File: src/rtl/tio_pkg.sv
package tio_pkg;
  localparam int ADDR_W = 8;
  localparam int DATA_W = 32;
  localparam int TIME_W = 64;

  localparam logic [ADDR_W-1:0] OFS_CTRL   = 8'h00;
  localparam logic [ADDR_W-1:0] OFS_CMP_LO = 8'h10;
  localparam logic [ADDR_W-1:0] OFS_CMP_HI = 8'h14;
  localparam logic [ADDR_W-1:0] OFS_COUNT  = 8'h30;

  typedef enum logic [1:0] {
    EDGE_RISE = 2'd0,
    EDGE_FALL = 2'd1,
    EDGE_FLIP = 2'd2,
    EDGE_NONE = 2'd3
  } edge_mode_e;

  typedef struct packed {
    edge_mode_e mode;
    logic       dir;
    logic       en;
  } ctrl_t;

  localparam int CTRL_W = $bits(ctrl_t);
endpackage

File: src/rtl/tio_regs.sv
module tio_regs
  import tio_pkg::*;
#(
  parameter int AW = ADDR_W,
  parameter int DW = DATA_W,
  parameter int TW = TIME_W
) (
  input  logic          clk,
  input  logic          rst_n,
  input  logic          wr,
  input  logic [AW-1:0] addr,
  input  logic [DW-1:0] wdata,
  input  logic          fired,
  output ctrl_t         ctrl,
  output logic [TW-1:0] cmp,
  output logic          armed
);
  localparam int HI_W = TW - DW;

  ctrl_t           ctrl_q, ctrl_d;
  logic [HI_W-1:0] stage_q, stage_d;
  logic [TW-1:0]   cmp_q, cmp_d;
  logic            armed_q, armed_d;
  logic            ctrl_wr, hi_wr, lo_wr;

  assign ctrl_wr = wr && (addr == OFS_CTRL);
  assign hi_wr   = wr && (addr == OFS_CMP_HI);
  assign lo_wr   = wr && (addr == OFS_CMP_LO);

  always_comb begin
    ctrl_d  = ctrl_q;
    stage_d = stage_q;
    cmp_d   = cmp_q;
    armed_d = armed_q;
    if (fired) armed_d = 1'b0;
    if (ctrl_wr) ctrl_d = ctrl_t'(wdata[CTRL_W-1:0]);
    if (hi_wr) stage_d = wdata[HI_W-1:0];
    if (lo_wr) begin
      cmp_d   = {stage_q, wdata};
      armed_d = 1'b1;
    end
  end

  always_ff @(posedge clk or negedge rst_n) begin
    if (!rst_n) begin
      ctrl_q  <= '0;
      stage_q <= '0;
      cmp_q   <= '0;
      armed_q <= 1'b0;
    end else begin
      ctrl_q  <= ctrl_d;
      stage_q <= stage_d;
      cmp_q   <= cmp_d;
      armed_q <= armed_d;
    end
  end

  assign ctrl  = ctrl_q;
  assign cmp   = cmp_q;
  assign armed = armed_q;


  disarm_chk: assert property (@(posedge clk) disable iff (!rst_n)
    fired |=> (!armed_q || $past(lo_wr)));


  hi_stage_chk: assert property (@(posedge clk) disable iff (!rst_n)
    (hi_wr && !lo_wr) |=> $stable(cmp_q));
endmodule

File: src/rtl/tio_match.sv
module tio_match
  import tio_pkg::*;
#(
  parameter int TW = TIME_W,
  parameter int CW = DATA_W
) (
  input  logic          clk,
  input  logic          rst_n,
  input  ctrl_t         ctrl,
  input  logic [TW-1:0] cmp,
  input  logic          armed,
  input  logic [TW-1:0] time_base,
  output logic          fired,
  output logic          pin,
  output logic [CW-1:0] count
);
  logic          hit;
  logic          stage_q, stage_d;
  logic          pin_q, pin_d;
  logic [CW-1:0] cnt_q, cnt_d;
  logic          live;

  assign live = ctrl.en && (ctrl.mode != EDGE_NONE);
  assign hit  = live && armed && (cmp != '0) && (time_base == cmp);

  always_comb begin
    stage_d = hit;
    pin_d   = pin_q;
    cnt_d   = cnt_q;
    if (stage_q && live) begin
      cnt_d = cnt_q + 1'b1;
      unique case (ctrl.mode)
        EDGE_RISE: pin_d = 1'b1;
        EDGE_FALL: pin_d = 1'b0;
        EDGE_FLIP: pin_d = ~pin_q;
        default:   pin_d = pin_q;
      endcase
    end
  end

  always_ff @(posedge clk or negedge rst_n) begin
    if (!rst_n) begin
      stage_q <= 1'b0;
      pin_q   <= 1'b0;
      cnt_q   <= '0;
    end else begin
      stage_q <= stage_d;
      pin_q   <= pin_d;
      cnt_q   <= cnt_d;
    end
  end

  assign fired = hit;
  assign pin   = pin_q;
  assign count = cnt_q;


  cnt_step_chk: assert property (@(posedge clk) disable iff (!rst_n)
    (cnt_q != $past(cnt_q)) |-> (cnt_q == $past(cnt_q) + 1'b1));


  pin_src_chk: assert property (@(posedge clk) disable iff (!rst_n)
    (pin_q != $past(pin_q)) |-> $past(stage_q));


  off_hold_chk: assert property (@(posedge clk) disable iff (!rst_n)
    !ctrl.en |=> ($stable(pin_q) && $stable(cnt_q)));


  zero_cmp_chk: assert property (@(posedge clk) disable iff (!rst_n)
    stage_q |-> ($past(cmp) != '0));
endmodule

File: src/rtl/timed_edge_gen.sv
module timed_edge_gen
  import tio_pkg::*;
(
  input  logic              clk,
  input  logic              rst_n,
  input  logic [TIME_W-1:0] time_base,
  input  logic              bus_wr,
  input  logic [ADDR_W-1:0] bus_addr,
  input  logic [DATA_W-1:0] bus_wdata,
  output logic [DATA_W-1:0] bus_rdata,
  output logic              pin_out,
  output logic              pin_oe
);
  logic [1:0]        rst_sync_q;
  logic              rst_int_n;
  ctrl_t             ctrl;
  logic [TIME_W-1:0] cmp;
  logic              armed;
  logic              fired;
  logic              pin;
  logic [DATA_W-1:0] count;

  always_ff @(posedge clk or negedge rst_n) begin
    if (!rst_n) rst_sync_q <= 2'b00;
    else        rst_sync_q <= {rst_sync_q[0], 1'b1};
  end
  assign rst_int_n = rst_sync_q[1];

  tio_regs #(.AW(ADDR_W), .DW(DATA_W), .TW(TIME_W)) u_regs (
    .clk   (clk),
    .rst_n (rst_int_n),
    .wr    (bus_wr),
    .addr  (bus_addr),
    .wdata (bus_wdata),
    .fired (fired),
    .ctrl  (ctrl),
    .cmp   (cmp),
    .armed (armed)
  );

  tio_match #(.TW(TIME_W), .CW(DATA_W)) u_match (
    .clk       (clk),
    .rst_n     (rst_int_n),
    .ctrl      (ctrl),
    .cmp       (cmp),
    .armed     (armed),
    .time_base (time_base),
    .fired     (fired),
    .pin       (pin),
    .count     (count)
  );

  always_comb begin
    bus_rdata = '0;
    unique case (bus_addr)
      OFS_CTRL:   bus_rdata = {{(DATA_W-CTRL_W){1'b0}}, ctrl};
      OFS_CMP_LO: bus_rdata = cmp[DATA_W-1:0];
      OFS_CMP_HI: bus_rdata = cmp[TIME_W-1:DATA_W];
      OFS_COUNT:  bus_rdata = count;
      default:    bus_rdata = '0;
    endcase
  end

  assign pin_out = pin;
  assign pin_oe  = ~ctrl.dir;


  oe_dir_chk: assert property (@(posedge clk) disable iff (!rst_int_n)
    pin_oe == !bus_rdata[1] || bus_addr != OFS_CTRL);
endmodule

File: config.mk
export PLATFORM = sky130hd
export DESIGN_NAME = timed_edge_gen
export DESIGN_NICKNAME = d
export VERILOG_FILES = /design/src/rtl/tio_pkg.sv /design/src/rtl/tio_regs.sv /design/src/rtl/tio_match.sv /design/src/rtl/timed_edge_gen.sv
export SDC_FILE = /design/constraint.sdc
export NUM_CORES = 1
export LEC_CHECK = 0
export BUFFER_PORTS_ARGS = -buffer_cell sky130_fd_sc_hd__buf_2
export CAP_MARGIN = 20
export CORE_AREA = 2 2 119 121
export DETAILED_ROUTE_END_ITERATION = 6
export DIE_AREA = 0 0 121 123
export PLACE_DENSITY = 0.81
export SKIP_LAST_GASP = 1
export SLEW_MARGIN = 20
export SYNTH_ARGS = -nofsm -noshare
export SYNTH_HDL_FRONTEND = slang
export SYNTH_SLANG_ARGS = --single-unit
File: constraint.sdc
create_clock -name clk -period 12.5 [get_ports clk]
set_clock_uncertainty 0.1 [all_clocks]
set_input_delay 1.25 -clock clk [delete_from_list [all_inputs] [get_ports clk]]
set_output_delay 1.25 -clock clk [all_outputs]
set_load 0.01 [all_outputs]
==> results of run 1 <==
[metal layers]
metal | track usage | part of all wire | vias to the layer above
li1 | - | - | 2355
met1 | 0.3613 | 0.38 | 2728
met2 | 0.4596 | 0.48 | 372
met3 | 0.06411 | 0.095 | 83
met4 | 0.1657 | 0.053 | 0
met5 | 0 | 0 | -
[registers in the layout, indices dropped and copies added (netlist names)]
signal           flops
u_regs.ctrl          4
u_match.count       32
u_match.pin          1
u_regs.stage_q      32
u_regs.armed         1
rst_sync_q           2
u_regs.cmp          64
u_match.stage_q      1
[synthesized netlist by cell type (3+ instances only)]
cell       number
a22oi_1        18
nor4_1         28
buf_1           4
xor2_1         37
mux2_4         49
buf_6           6
o2111ai_1       3
and4_1          4
nand4_1        16
a222oi_1       14
clkbuf_1       11
mux2_2         52
nand2b_1        8
nand2_1        56
dfrtp_1       137
and3_1          9
inv_1          20
nor2b_1        11
a2111o_1        4
nand3_1        16
xnor2_1        44
nor3_1          4
nor2_1          6
[worst paths after layout]
path	from	endpoint	slack [ns]	depth (start not counted)
worst max-delay path	bus_addr[7]	bus_rdata[16]	7.58	7
worst min-delay path	rst_sync_q[0]	rst_sync_q[1]	0.25	0
worst max register to register	u_regs.ctrl[3]	u_regs.armed	9.99	6
worst min register to register	rst_sync_q[0]	rst_sync_q[1]	0.25	0
max in group asynchronous	rst_sync_q[1]	u_match.count[5]	10.57	1
min in group asynchronous	rst_sync_q[1]	u_regs.stage_q[18]	0.37	0
[layout make-up]
type,count,area (µm²),area share
tap,180,225.2,0.02684
multi-input combinational,394,3352,0.3994
clock inverter,8,92.59,0.01103
inverter,20,75.07,0.008946
sequential,137,3432,0.4090
clock buffer,24,491.7,0.05860
timing repair buffer,143,723.2,0.08618
[stage by stage]
step	util	cells
2_1_floorplan	-	573
3_3_place_gp	0.5729	874
3_5_place_dp	0.5729	874
4_1_cts	0.6159	906
5_1_grt	0.6165	906
6_report	0.6165	906
[power breakdown]
group | internal [mW] | switching (mW) | total, mW
clock | 0.313 | 0.180 | 0.493
combinational | 0.0364 | 0.0312 | 0.0676
sequential | 0.455 | 0.0191 | 0.474
total | 0.804 | 0.230 | 1.03
[critical path, stage by stage]
cell and delay [ns]:
buf_2 0.10, or4_4 0.56, or3_4 0.37, nor2_4 0.74, a222oi_1 0.31, inv_1 0.10, buf_2 0.13
[kinds of logic (layout without fill, tap and decap cells)]
family / count (synthesis) / in the layout / synth area share
AND/OR/NAND/NOR: 165 / 165 / 0.1270
adder cells (fa/ha/maj): 1 / 1 / 0.001799
XOR/XNOR: 81 / 81 / 0.1020
other: 1 / 1 / 0.0005392
buffers and inverters: 42 / 195 / 0.02932
multiplexers: 101 / 101 / 0.1900
AO/OA/AOI/OAI: 45 / 45 / 0.05632
flip-flops: 137 / 137 / 0.4930
==> results by group, run 1 <==
Status
  • Status: completed

Clock tree
  • Clock root buffer master: clkbuf_16
  • Hold buffers post-CTS: 0
  • Post-CTS Resized: 0
  • CTS tree: built
  • Worst-Skew Late Latency: 0.42 ns
  • Clock-pin slew on the worst setup and hold paths: roughly 0.050 ns
  • Post-CTS Repair Setup Buffers: 0
  • Clk buf depth: 2
  • Htree depth: 4
  • Clk sink count: 137
  • CTS buffer count: 17

STA
  • Slew HR: 0.3742
  • Maximum clock rate: 203.1 MHz
  • Setup TNS: 0 ns
  • Final hold viol count: 0
  • Hold WS: about 0.25 ns
  • Fin. max-slew vios: 0
  • Worst slew pin tran: about 0.94 ns
  • Final Cycle Share: 0.3938
  • Minimum clock period: 4.923 ns
  • Final Setup Violations: 0
  • Final WS setup: 7.577 ns
  • RSZ-0062 raised after global routing: no

Die
  • Die width: between 100 and 150 µm
  • Rows: 43
  • Io pins: approximately 140
  • Core Region: 13610 µm²
  • Die H: about 120 µm
  • Die area: around 15000 µm²
  • Starting Density: 0.5109

Cells and area
  • Most common cell after layout, fill and taps aside: buf_2
  • Area delta synth->final: 20.67%
  • Commonest cells after routing, fill and taps aside: buf_2 (140), dfrtp_1 (136), nand2_1 (54), mux2_2 (52), mux2_4 (49)
  • Design area: ~8400 µm²
  • Layout cell share with drive strength beyond 1: 0.3884
  • Final #Nets: 821
  • ANT cells: 0
  • Fillers: 1031

Yosys
  • Mapped Avg Cell Area: about 12 µm²
  • Cell taking the most area after synthesis: dfrtp_1
  • Synth top area cells: dfrtp_1 (49%), mux2_4 (11%), mux2_2 (8.4%), xnor2_1 (5.5%), xor2_1 (4.7%)
  • Post-Syn Instances: 573
  • Post-synthesis cell area: 6954 µm²
  • Post-synth cell types: 37
  • Top cell type's share of synthesized area: 0.4930
  • Most used DFF post-synth: dfrtp_1
  • Async set or reset register ratio after synthesis: 1.000
  • Yosys warns: 0
  • EDFF count, synth: 0
  • Register bit total from synthesis: 137
  • Syn Nets: 681
  • Register area share after synthesis: 0.4930

Power
  • Leakage: 4.484 nW
  • Power Total: 1.034 mW
  • PD cells: 123.2 nW/µm²
  • Max rail drop VDD: 0.08064 mV

GRT
  • Vias in the first global route: 5630
  • First-pass GRT wire length: 31450 µm
  • Largest net degree at the start of global routing: 73
  • Overflow left after global routing: 0
  • GRT Resource Usage Total: 0.2873
  • Initial antenna violation count: 0

Route
  • Final WL: about 21000 µm
  • Remaining DRCs: 0
  • TritonRoute pass-1 iters: 7
  • Wire per inst: 23.10 µm
  • Vias: 5538
  • Initial DRC Count: 663
  • Via density: 6.113
  • Post-DRT Antenna Nets: 0

Critical path
  • Worst path required time: roughly 11 ns
  • Setup crit end kind: primary output
  • WS Path Type: primary input to primary output
  • CP Max Fanout: 33
  • Startpoint type of the worst setup path: primary input
  • Worst EP arrival: between 3 and 4 ns

Placement
  • Input/output buffers: 140
  • Pre-CTS setup slack: 7.674 ns
  • Placed cell area: 7799 µm²
  • Last weighted congestion value of the routability-driven placer: approximately 0.94
  • Hpwl dp: 14870 µm

Min path
  • Type of the worst min-delay path: flop to flop

Run
  • Max-cap violations: 0
No activity file was read; power rests on OpenSTA's default activity.
==> inputs of run 2 (changes only) <==
- CORE_AREA: 2 2 119 121 -> 2 2 121 123
- DIE_AREA: 0 0 121 123 -> 0 0 123 125
- PLACE_DENSITY: 0.81 -> 0.82
- clock period: 12.5 -> 4.2 ns (I/O delays scaled with it)
==> run 2 against run 1 <==
Non-clock buffer count is 5 higher. Hold slack lost 0.12 ns. Critical path depth up 1. Largest cell class unchanged. Final cell count rose by 0.99%. Largest power group unchanged. Global-route usage shrank 2.3 points.
==> results by group, run 2 (synthesis gave the netlist of run 1 again) <==
Power
  • P_sw: 0.6919 mW
  • Internal Power: 2.397 mW
  • Leakage: 4.507 nW
  • Clk network pwr share: 0.478
  • PD cells: approximately 370 nW/µm²
  • Max rail drop VDD: 0.3189 mV
  • Sequential share of power: 0.455
  • Switching share of total power: 0.2240
  • Gate power share: 0.067

Cells and area
  • ANT cells: 0
  • Sequential Area: between 3000 and 4000 µm²
  • Final #Nets: 826
  • Area delta synth->final: 21.18%
  • Most common cell after layout, fill and taps aside: buf_2
  • Core Util, Final: 0.5933
  • Fillers: 1164
  • Number of flip-flops in the largest register: 64
  • Layout cell share with drive strength beyond 1: 0.3885
  • Commonest cells after routing, fill and taps aside: buf_2 (140), dfrtp_1 (136), nand2_1 (55), mux2_2 (52), mux2_4 (49)
  • Design area: 8427 µm²
  • Multi-input combinational cell area: 3341 µm²

Clock tree
  • Hold buffers post-CTS: 1
  • CTS tree: built
  • CTS buffer count: 17
  • Clk buf depth: 2
  • Clock root buffer master: clkbuf_16
  • Htree depth: 4
  • Clk sink count: about 140
  • Clock-pin slew on the worst setup and hold paths: 0.06 ns
  • Post-CTS Repair Setup Buffers: 0
  • Post-CTS Resized: 0
  • Worst-Skew Late Latency: 0.43 ns

Die
  • Core Region: 14200 µm²
  • Rows: 44
  • Starting Density: 0.4896
  • Die area: 15380 µm²
  • Die H: 125 µm
  • Io pins: 141
  • Die width: 123 µm

Route
  • Vias: 5364
  • Final WL: 19560 µm
  • Via density: 5.862
  • TritonRoute pass-1 iters: 5
  • Post-DRT Antenna Nets: 0
  • Wire per inst: between 20 and 25 µm
  • Remaining DRCs: 0
  • Initial DRC Count: 653

STA
  • Worst slew pin tran: 1.134 ns
  • Slew HR: 0.2439
  • Final hold viol count: 0
  • Final Setup Violations: 0
  • Fin. max-slew vios: 0
  • Maximum clock rate: 322.2 MHz
  • Minimum clock period: 3.104 ns
  • Setup TNS: 0 ns
  • RSZ-0062 raised after global routing: no
  • Final Cycle Share: 0.7389

Status
  • Status: completed

Placement
  • Last weighted congestion value of the routability-driven placer: 0.9427
  • Placed cell area: 7831 µm²
  • Hpwl dp: roughly 14000 µm
  • Input/output buffers: 140

Critical path
  • WS Path Type: primary input to primary output
  • Startpoint type of the worst setup path: primary input
  • CP Max Fanout: 22
  • Setup crit end kind: primary output
  • Worst path required time: approximately 3.7 ns
  • Worst EP arrival: 2.58 ns

Min path
  • Type of the worst min-delay path: primary input to flop

GRT
  • Largest net degree at the start of global routing: 69
  • GRT Max-Usage Layer: met2
  • Met3 usage in global routing: 0.08120
  • First-pass GRT wire length: a little under 30000 µm
  • Vias in the first global route: 5379
  • Overflow left after global routing: 0
  • Grt met1 use: 0.3286
  • Grt met2 use: 0.4101
  • Initial antenna violation count: 0
  • GRT Resource Usage Total: 0.2642

Run
  • Max-cap violations: 0
[run 2: cell types whose count changed in the layout (fill, tap and decap cells not counted)]
| cell | delta |
|---|---|
| buf_4 | +4 |
| clkbuf_1 | +1 |
| clkinv_2 | -2 |
| clkinvlp_4 | +1 |
| dlygate4sd3_1 | +1 |
| nand2_1 | +1 |
| nand2_2 | -1 |
| nand2_4 | +1 |
| nand2_8 | -1 |
[run 2: cell type report]
cell class / instances / area share
Clock buffer: 25 / 0.05880
Tap cell: 184 / 0.02732
Sequential cell: 137 / 0.4073
Timing Repair Buffer: 148 / 0.09057
Clock inverter: 7 / 0.01069
Multi-Input combinational cell: 394 / 0.3964
Inverter: 20 / 0.008909
[run 2: worst max-delay path, cell delays in order]
cell	delay, ns
buf_2	0.10
or4_4	0.56
or3_4	0.37
nor2_4	0.48
buf_4	0.31
a222oi_1	0.14
inv_1	0.08
buf_2	0.12
[run 2: worst paths after layout]
path                                        to  slack [ns]            from  cells past startpoint
worst max-delay path             bus_rdata[28]        1.10     bus_addr[7]                      8
min in group asynchronous        rst_sync_q[0]        0.20           rst_n                      2
max in group asynchronous       u_regs.cmp[18]        2.65   rst_sync_q[1]                      1
worst max register to register    u_regs.armed        1.71  u_regs.cmp[13]                      6
worst min register to register   rst_sync_q[1]        0.25   rst_sync_q[0]                      0
worst min-delay path            u_regs.cmp[21]        0.13   bus_wdata[21]                      2
[run 2: through the flow]
step	total power, mW	worst slack [ns]	cells	hold slack (ns)
2_1_floorplan	1.516	0.0003602	573	0.02441
3_3_place_gp	1.625	1.102	882	0.1055
3_5_place_dp	1.632	1.040	882	0.1076
4_1_cts	3.097	1.113	915	0.1317
5_1_grt	3.179	1.001	915	0.1319
6_report	3.089	1.096	915	0.1340
[run 2: power by group through the flow]
stage / Combinational [mW] / Clock, mW / Sequential [mW]
after floorplan: 0.0985 / 0 / 1.42
after global placement: 0.200 / 0 / 1.43
after detailed placement: 0.204 / 0 / 1.43
after CTS: 0.206 / 1.49 / 1.41
after global routing: 0.223 / 1.55 / 1.41
final: 0.206 / 1.48 / 1.41
[run 2: layer usage]
layer,part of all wire,up-vias
li1,-,2371
met1,0.39,2652
met2,0.48,280
met3,0.084,61
met4,0.045,0
met5,0,-
==> inputs of run 3 (changes only) <==
- ABC_AREA: not set -> 1
- CORE_AREA: 2 2 121 123 -> 2 2 124 126
- DIE_AREA: 0 0 123 125 -> 0 0 126 128
- PLACE_DENSITY: 0.82 -> 0.81
- clock period: 4.2 -> 3 ns (I/O delays scaled with it)
==> run 3 against run 2 <==
Global-route usage increased by 4.1 points. Flip-flop and latch count did not move. Combinational power is 100% higher. Clock-buffer cell count rose by 2. Routed wire length increased by 21%. Sequential share of layout area shrank 2.8 points. First-iteration DRC count rose by 32%. Worst setup slack worse by 0.45 ns. Critical path type unchanged.
==> results by group, run 3 <==
Yosys
  • Most frequent cell after synthesis: nand2_1
  • Mapped Avg Cell Area: 7.227 µm²
  • Post-synthesis cell area: 7610 µm²
  • Register area share after synthesis: 0.4505
  • EDFF count, synth: 0
  • Yosys warns: 0
  • Top cell type's share of synthesized area: 0.4505
  • Post-synth top cells: nand2_1 (327), inv_1 (182), dfrtp_1 (137), nor2_1 (126), o21ai_1 (57)
  • Most used DFF post-synth: dfrtp_1
  • Async set or reset register ratio after synthesis: 1.000
  • Syn Nets: 1161
  • Cell taking the most area after synthesis: dfrtp_1
  • Post-Syn Instances: 1053
  • Synth top area cells: dfrtp_1 (45%), nand2_1 (16%), inv_1 (9.0%), nor2_1 (6.2%), o21ai_1 (3.7%)
  • Register bit total from synthesis: 137
  • Post-synth cell types: 34

STA
  • Hold WS: 0.02384 ns
  • Setup TNS: 0 ns
  • Final Cycle Share: 0.7848
  • Final WS setup: 0.6456 ns
  • Final hold viol count: 0
  • Fin. max-slew vios: 0
  • RSZ-0062 raised after global routing: no
  • Maximum clock rate: 424.7 MHz
  • Minimum clock period: 2.354 ns
  • Final Setup Violations: 0
  • Slew HR: 0.5351
  • Worst slew pin tran: approximately 0.70 ns

Route
  • Via density: 5.384
  • Final WL: roughly 24000 µm
  • Post-DRT Antenna Nets: 0
  • WL met1: 9356 µm
  • Wire per inst: 16.96 µm
  • TritonRoute pass-1 iters: 6
  • Highest routed metal layer: met4
  • Met2 wire len: 10820 µm
  • Initial DRC Count: 862
  • Routed wl met3: 2074 µm
  • Vias: roughly 7500
  • Remaining DRCs: 0

Cells and area
  • Fillers: 1370
  • Area delta synth->final: 18.81%
  • Number of flip-flops in the largest register: 64
  • Final #Nets: ~1300
  • Commonest cells after routing, fill and taps aside: nand2_1 (327), inv_1 (182), buf_2 (140), dfrtp_1 (136), nor2_1 (126)
  • ANT cells: 0
  • Most common cell after layout, fill and taps aside: nand2_1
  • Layout cell share with drive strength beyond 1: 0.1661
  • Core Util, Final: 0.6082
  • Design area: 9041 µm²
  • Fin cells: 1392

Critical path
  • CP Cell Sequence: buf_2 -> or2_1 -> nor3_2 -> nand2_1 -> inv_2 -> nand2_1 -> o221ai_1 -> buf_2
  • Slowest-stage cell, CP: inv_2
  • Worst path required time: roughly 2.6 ns
  • Startpoint type of the worst setup path: primary input
  • Bufs and invs on worst path: 3
  • Worst path top cell family by delay: simple AND/OR/NAND/NOR gates
  • Setup crit end kind: primary output
  • CP Max Fanout: 12
  • R2R Path Start: u_regs.ctrl[3]
  • Worst EP arrival: 1.95 ns
  • RR Endpoint: u_match.count[25]
  • CP Depth: 8
  • Reg2reg path depth: 6
  • WS Path Type: primary input to primary output
  • R2R Setup Slk: 1.08 ns
  • Peak per-stage delay on the critical path: 0.39 ns

Die
  • Rows: 45
  • Starting Density: 0.5120
  • Die H: between 100 and 150 µm
  • Io pins: 141
  • Die width: 126 µm
  • Die area: 16130 µm²
  • Core Region: 14860 µm²

Clock tree
  • Htree depth: 4
  • Post-CTS Resized: 0
  • CTS buffer count: 17
  • Hold buffers post-CTS: 1
  • Clk sink count: 137
  • Clock root buffer master: clkbuf_16
  • Worst-Skew Late Latency: between 0.4 and 0.5 ns
  • CTS tree: built
  • Clk buf depth: 2
  • Post-CTS Repair Setup Buffers: 0
  • Clock-pin slew on the worst setup and hold paths: 0.05 ns

GRT
  • First-pass GRT wire length: 37780 µm
  • Overflow left after global routing: 0
  • Vias in the first global route: 7392
  • Initial antenna violation count: 0
  • Largest net degree at the start of global routing: 64
  • GRT Resource Usage Total: 0.3055

Placement
  • Last weighted congestion value of the routability-driven placer: 0.9842
  • Placed cell area: between 8000 and 9000 µm²
  • Placed insts: 1362
  • Pre-CTS setup slack: 0.6991 ns
  • Input/output buffers: 140
  • Hpwl dp: ~18000 µm

Min path
  • Hold EP: u_regs.cmp[11]
  • Type of the worst min-delay path: primary input to flop
  • Worst hold path stage count: 3
  • Hold wc startpoint: bus_wdata[11]

Power
  • PD cells: slightly below 500 nW/µm²
  • Sequential share of power: 0.461
  • Max rail drop VDD: 0.3575 mV
  • Clk network pwr share: 0.445
  • Power Total: between 4 and 5 mW
  • Gate power share: 0.094
  • Leakage: between 5 and 6 nW
  • Switching share of total power: 0.2498
  • P_sw: 1.091 mW
  • Internal Power: approximately 3.3 mW

Run
  • Max-cap violations: 0

Status
  • Status: completed
[run 3: kinds of logic (layout without fill, tap and decap cells)]
group,Yosys count,in the layout,synth area share
simple gates,511,511,0.2746
buf+inv,214,365,0.1131
compound gates,155,155,0.1197
flops,137,137,0.4505
xor+xnor,33,33,0.03798
fa+ha+maj,1,1,0.001644
other cells,1,1,0.0004928
mux,1,1,0.001972
[run 3: how the worst max path moves through the flow]
stage                   from                to
4_1_cts          bus_addr[7]     bus_rdata[13]
6_report         bus_addr[7]     bus_rdata[27]
3_5_place_dp     bus_addr[7]     bus_rdata[27]
5_1_grt          bus_addr[0]     bus_rdata[27]
3_3_place_gp     bus_addr[7]      bus_rdata[2]
2_1_floorplan  rst_sync_q[1]  u_match.count[0]
[run 3: power groups by stage]
| stage | clock network (mW) | logic, mW | registers [mW] |
|---|---|---|---|
| 6_report | 1.94 | 0.412 | 2.01 |
| 3_5_place_dp | 0 | 0.404 | 2.04 |
| 3_3_place_gp | 0 | 0.395 | 2.04 |
| 2_1_floorplan | 0 | 0.211 | 2.03 |
| 5_1_grt | 2.05 | 0.465 | 2.02 |
| 4_1_cts | 1.95 | 0.408 | 2.01 |
[run 3: area by class of cell]
cell class	count	area [µm²]	share of cell area
Clock buffer	27	533.0	0.05895
Clock inverter	2	10.01	0.001107
Inverter	185	694.4	0.07681
Multi-Input combinational cell	702	3326	0.3678
Sequential cell	137	3432	0.3796
Tap cell	188	235.2	0.02602
Timing Repair Buffer	151	810.8	0.08968
[run 3: layer usage]
metal | vias to the layer above | global-route usage
met5 | - | 0
met4 | 0 | 0.1765
met3 | 94 | 0.05718
met2 | 423 | 0.4820
met1 | 3430 | 0.3969
li1 | 3548 | -
[run 3: worst min-delay path, delay by kind of cell]
family,cells,cell delay [ns]
compound gates,1,0.06
buf+inv,2,0.14
